===== src/rtl/tick_sched_pkg.sv =====
package tick_sched_pkg;

  localparam int RATE_W_DEF = 4;

  typedef enum logic {
    LVL_LOW  = 1'b0,
    LVL_HIGH = 1'b1
  } supply_lvl_e;

endpackage


===== src/rtl/ts_period_ctr.sv =====
module ts_period_ctr #(
  parameter int W = 4
) (
  input  logic         clk,
  input  logic         rst_n,
  input  logic [W-1:0] period_k,
  output logic [W-1:0] cnt,
  output logic         wrap,
  output logic         tick_en
);

  logic [W-1:0] cnt_q;
  logic [W-1:0] cnt_d;

  assign wrap    = (cnt_q == period_k);
  assign tick_en = (cnt_q == '0);
  assign cnt     = cnt_q;

  always_comb begin
    if (wrap) cnt_d = '0;
    else      cnt_d = cnt_q + {{(W-1){1'b0}}, 1'b1};
  end

  always_ff @(posedge clk or negedge rst_n) begin
    if (!rst_n) cnt_q <= '0;
    else        cnt_q <= cnt_d;
  end

endmodule


===== src/rtl/ts_slow_cmp.sv =====
module ts_slow_cmp #(
  parameter int W = 4,
  localparam int TW = W + 1
) (
  input  logic [W-1:0]  code,
  input  logic [TW-1:0] thr,
  output logic          is_slow
);

  logic [TW-1:0] ratio;

  assign ratio   = TW'(code) + TW'(1);
  assign is_slow = (ratio >= thr);

endmodule


===== src/rtl/ts_rate_ctl.sv =====
module ts_rate_ctl
  import tick_sched_pkg::*;
#(
  parameter int W = 4
) (
  input  logic         clk,
  input  logic         rst_n,
  input  logic         wrap,
  input  logic [W-1:0] req_code,
  input  logic         req_slow,
  input  logic         cur_slow,
  output logic [W-1:0] cur_k,
  output logic         vsel_hi
);

  logic [W-1:0] k_q, k_d;
  supply_lvl_e  lvl_q, lvl_d;
  logic         upd_en;

  assign upd_en = wrap;

  always_comb begin
    k_d   = k_q;
    lvl_d = lvl_q;
    if (!req_slow) begin
      if (lvl_q == LVL_HIGH) k_d = req_code;
      else                   lvl_d = LVL_HIGH;
    end else begin
      k_d = req_code;
      if (cur_slow) lvl_d = LVL_LOW;
    end
  end

  always_ff @(posedge clk or negedge rst_n) begin
    if (!rst_n) begin
      k_q   <= '0;
      lvl_q <= LVL_HIGH;
    end else if (upd_en) begin
      k_q   <= k_d;
      lvl_q <= lvl_d;
    end
  end

  assign cur_k   = k_q;
  assign vsel_hi = (lvl_q == LVL_HIGH);

endmodule


===== src/rtl/tick_sched.sv =====
module tick_sched
  import tick_sched_pkg::*;
#(
  parameter int RATE_W = RATE_W_DEF,
  localparam int THR_W = RATE_W + 1
) (
  input  logic              clk,
  input  logic              rst_n,
  input  logic [RATE_W-1:0] rate_code,
  input  logic [THR_W-1:0]  thr_div,
  output logic              tick_en,
  output logic              vsel_hi
);

  logic [RATE_W-1:0] cur_k_w;
  logic [RATE_W-1:0] cnt_w;
  logic              wrap_w;
  logic              req_slow_w;
  logic              cur_slow_w;

  ts_period_ctr #(.W(RATE_W)) u_ctr (
    .clk      (clk),
    .rst_n    (rst_n),
    .period_k (cur_k_w),
    .cnt      (cnt_w),
    .wrap     (wrap_w),
    .tick_en  (tick_en)
  );

  ts_slow_cmp #(.W(RATE_W)) u_cmp_req (
    .code    (rate_code),
    .thr     (thr_div),
    .is_slow (req_slow_w)
  );

  ts_slow_cmp #(.W(RATE_W)) u_cmp_cur (
    .code    (cur_k_w),
    .thr     (thr_div),
    .is_slow (cur_slow_w)
  );

  ts_rate_ctl #(.W(RATE_W)) u_ctl (
    .clk      (clk),
    .rst_n    (rst_n),
    .wrap     (wrap_w),
    .req_code (rate_code),
    .req_slow (req_slow_w),
    .cur_slow (cur_slow_w),
    .cur_k    (cur_k_w),
    .vsel_hi  (vsel_hi)
  );

endmodule


===== config.mk =====
export PLATFORM = sky130hd
export DESIGN_NAME = tick_sched
export DESIGN_NICKNAME = d
export VERILOG_FILES = /design/src/rtl/tick_sched_pkg.sv /design/src/rtl/ts_period_ctr.sv /design/src/rtl/ts_slow_cmp.sv /design/src/rtl/ts_rate_ctl.sv /design/src/rtl/tick_sched.sv
export SDC_FILE = /design/constraint.sdc
export NUM_CORES = 1
export LEC_CHECK = 0
export BUFFER_PORTS_ARGS = -buffer_cell sky130_fd_sc_hd__buf_2
export CELL_PAD_IN_SITES_DETAIL_PLACEMENT = 0
export CELL_PAD_IN_SITES_GLOBAL_PLACEMENT = 1
export CORE_UTILIZATION = 30
export CTS_CLUSTER_DIAMETER = 200
export DETAILED_ROUTE_END_ITERATION = 6
export PLACE_DENSITY = 0.57
export SYNTH_ARGS = -nofsm -noshare
export SYNTH_HDL_FRONTEND = slang
export SYNTH_SLANG_ARGS = --single-unit

===== constraint.sdc =====
create_clock -name clk -period 2.6 [get_ports clk]
set_input_delay 0.13 -clock clk [delete_from_list [all_inputs] [get_ports clk]]
set_output_delay 0.13 -clock clk [all_outputs]
set_load 0.01 [all_outputs]

==> impl_results.md <==
* Final setup TNS at 0 ns
* Number of global-route vias before repair at 524
* Adder-cell share of the synthesized area at 23.6%
* Achievable Freq at 0.515 GHz
* Post-synthesis cell type count at 23
* Share of cells above drive strength 1 at 21.1%
* Synthesized area at 741 sq um
* Outcome: complete, no violations
* # rows at 17
* Reg2reg setup slack at 0.66 ns
* Compound-Gate Fraction of Synth Area at 7.60%
* CP top delay family: compound AO/OA/AOI/OAI gates
* Initial antenna violation count at 0
* Die area at 0.00267 sq mm
* Critical Path Max Stage Delay at 0.45 ns
* Drt initial violations at 6
* Setup violators final at 0
* Worst Max-Slew Pin Slew at 0.415 ns
* Reg2reg path depth at 8
* Reg-to-reg startpoint: u_ctl.cur_k[0]$_DFFE_PN0P_
* Maximum VDD drop at 489 uV
* Synth Instances at 73
* Drt drc at 0
* Die H at 51.7 um
* Most frequent cells in the layout: ha_1 (14), buf_2 (12), dfrtp_1 (8), inv_1 (7), xor2_1 (7)
* Clk_lat worst skew at 0.26 ns
* Die Span X at 51.7 um
* Ant diodes at 0
* All-Layer GR Usage at 12.7%
* Area grow syn2layout at 17.9%
* RSZ-0062 raised after global routing: false
* Final core occ at 38.4%
* Syn_nets at 98
* Worst Setup SP: u_ctl.cur_k[0]$_DFFE_PN0P_
* Max Fanout on Critical Path at 5
* Placed Area at 836 sq um
* Syn_area_per_cell at 10.1 sq um
* # clock sinks at 9
* Worst-path clk slew at 0.06 ns
* CTS Buffer Depth at 2
* Crit-path cells: ha_1 > xor2_1 > ha_1 > a21oi_1 > o21ai_0 > a21oi_1 > nor2b_1 > o311ai_0
* Largest net degree at the start of global routing at 10
* Post-synthesis mux area share at 6.08%
* Ports at 13
* Minimum clock period at 1.94 ns
* Crit start category: flop
* Required time worst endpoint at 2.75 ns
* Flops & latches, synth at 9
* Setup Skew at 0.000495 ns
* Design Area, Final at 873 sq um
* Placed Cells at 113
* GP Congestion at 0.684
* Routed wire per std cell at 10.7 um
* Xor and xnor area share after synthesis at 11.8%
* Core area at 0.00228 sq mm
* PD cells at 1000 mW/mm^2
* Total power at 0.875 mW
* Max_cap viols at 0
* Leak Pwr at 0.440 nW
* Final WL at 1.26 mm
* IO Port Bufs at 12
* Drt via density at 4.58
* CP endpoint: u_ctl.vsel_hi$_DFFE_PN1P_
* CTS resizes at 0
* Initial Util at 32.5%
* Fin. Hold Viols at 0
* Max-Slew Margin vs Limit at 72.1%
* CTS tree: yes
* Stages on worst setup path at 8
* Period utilization at 74.7%
* DR vias at 541
* YS warnings at 0
* CTS root buf: clkbuf_4
* Buf/Inv on CP at 0
* Seq/Total Area, Yosys at 30.6%
* Dpl hpwl at 1.10 mm
* Largest family of logic cells by synthesized area: adder cells
* Nets at 116
* Final Non-Filler Cells at 118
* First-pass GRT wire length at 2.37 mm
* Remaining antenna violation count at 0
* Critical path arrival at 2.09 ns
* Setup Crit Path Kind: reg2reg
* Commonest non-fill, non-tap cell in the layout: ha_1
* Hold Path Class: in2reg
* CTS HTree Levels at 1
* Simple-gate share of the synthesized area at 16.7%
* Gr ovfl total at 0
* Slowest cell on crit path: dfrtp_1
* Reg2reg end: u_ctl.vsel_hi$_DFFE_PN1P_
* Crit path capture type: flop
* Num CTS Buffers at 3
* Slew Viols, Final at 0
* Postcts setup bufs at 0
* DR pass1 iterations at 4
==> repair_timing <==
| item | in CTS | in global routing |
|---|---|---|
| endpoints found under the hold margin | 9 | 0 |
| hold buffers | 1 | 0 |
| endpoints found under the setup margin | 0 | 0 |
==> report_power, final <==
group          switching, mW  internal (mW)
logic                  0.226          0.229
registers             0.0966          0.216
clock network         0.0504         0.0568
==> cells in the mapped netlist <==
master / count / area (sq um)
nand2b_1: 1 / 6.26
nor3b_1: 1 / 7.51
xor2_1: 7 / 61.3
and3_1: 2 / 12.5
a21oi_1: 4 / 20.0
nor2_1: 3 / 11.3
o21ai_0: 1 / 5.00
mux2_1: 4 / 45.0
dfstp_2: 1 / 26.3
nor2_2: 1 / 6.26
nor2b_1: 3 / 18.8
nand2_1: 2 / 7.51
xnor2_1: 3 / 26.3
o31ai_1: 1 / 7.51
inv_1: 7 / 26.3
nor4_4: 1 / 21.3
o311ai_0: 1 / 8.76
ha_1: 14 / 175
nand3_1: 5 / 25.0
a2111oi_1: 1 / 10.0
dfrtp_1: 8 / 200
and2b_1: 1 / 7.51
o21ai_1: 1 / 5.00
==> cell families after synthesis <==
group | Yosys count
simple gates | 20
fa+ha+maj | 14
xor+xnor | 10
compound gates | 9
flops | 9
buf+inv | 7
mux | 4
==> stage by stage <==
| step | hold WS [ns] | worst slack, ns |
|---|---|---|
| finish | 0.126 | 0.659 |
| global route | 0.112 | 0.490 |
| CTS | 0.119 | 0.605 |
| detailed placement | -0.00316 | 0.422 |
| global placement | -0.00645 | 0.433 |
| floorplan | -0.166 | 0.675 |
==> registers in the layout, indices dropped and copies added, names as in the netlist <==
signal and cells:
u_ctr.cnt 4, u_ctl.vsel_hi 1, u_ctl.cur_k 4
==> worst min path at each step <==
stage / startpoint / endpoint / slack [ns] / cells past startpoint
2_1_floorplan: rst_n / u_ctl.cur_k[0]$_DFFE_PN0P_ / -0.17 / 0
3_3_place_gp: rst_n / u_ctr.cnt[0]$_DFF_PN0_ / -0.006 / 1
3_5_place_dp: rst_n / u_ctr.cnt[3]$_DFF_PN0_ / -0.003 / 1
4_1_cts: rate_code[1] / u_ctl.cur_k[1]$_DFFE_PN0P_ / 0.12 / 2
5_1_grt: rate_code[1] / u_ctl.cur_k[1]$_DFFE_PN0P_ / 0.11 / 2
6_report: rate_code[1] / u_ctl.cur_k[1]$_DFFE_PN0P_ / 0.13 / 2
==> per-layer routing <==
layer,part of all wire (%),vias to the layer above,track usage (%)
li1,-,292,-
met4,0.63,0,4.05
met2,40,12,17.7
met3,5.4,2,5.26
met5,0,-,0
met1,54,235,17.4
==> layout make-up <==
| class | count | area [sq um] |
|---|---|---|
| tap | 28 | 35.0 |
| clock buffer | 3 | 22.5 |
| multi-input combinational | 57 | 488 |
| timing repair buffer | 13 | 70.1 |
| clock inverter | 1 | 5.00 |
| sequential | 9 | 226 |
| fill | 239 | 1400 |
| inverter | 7 | 26.3 |
(Power assumes the default switching activity.)
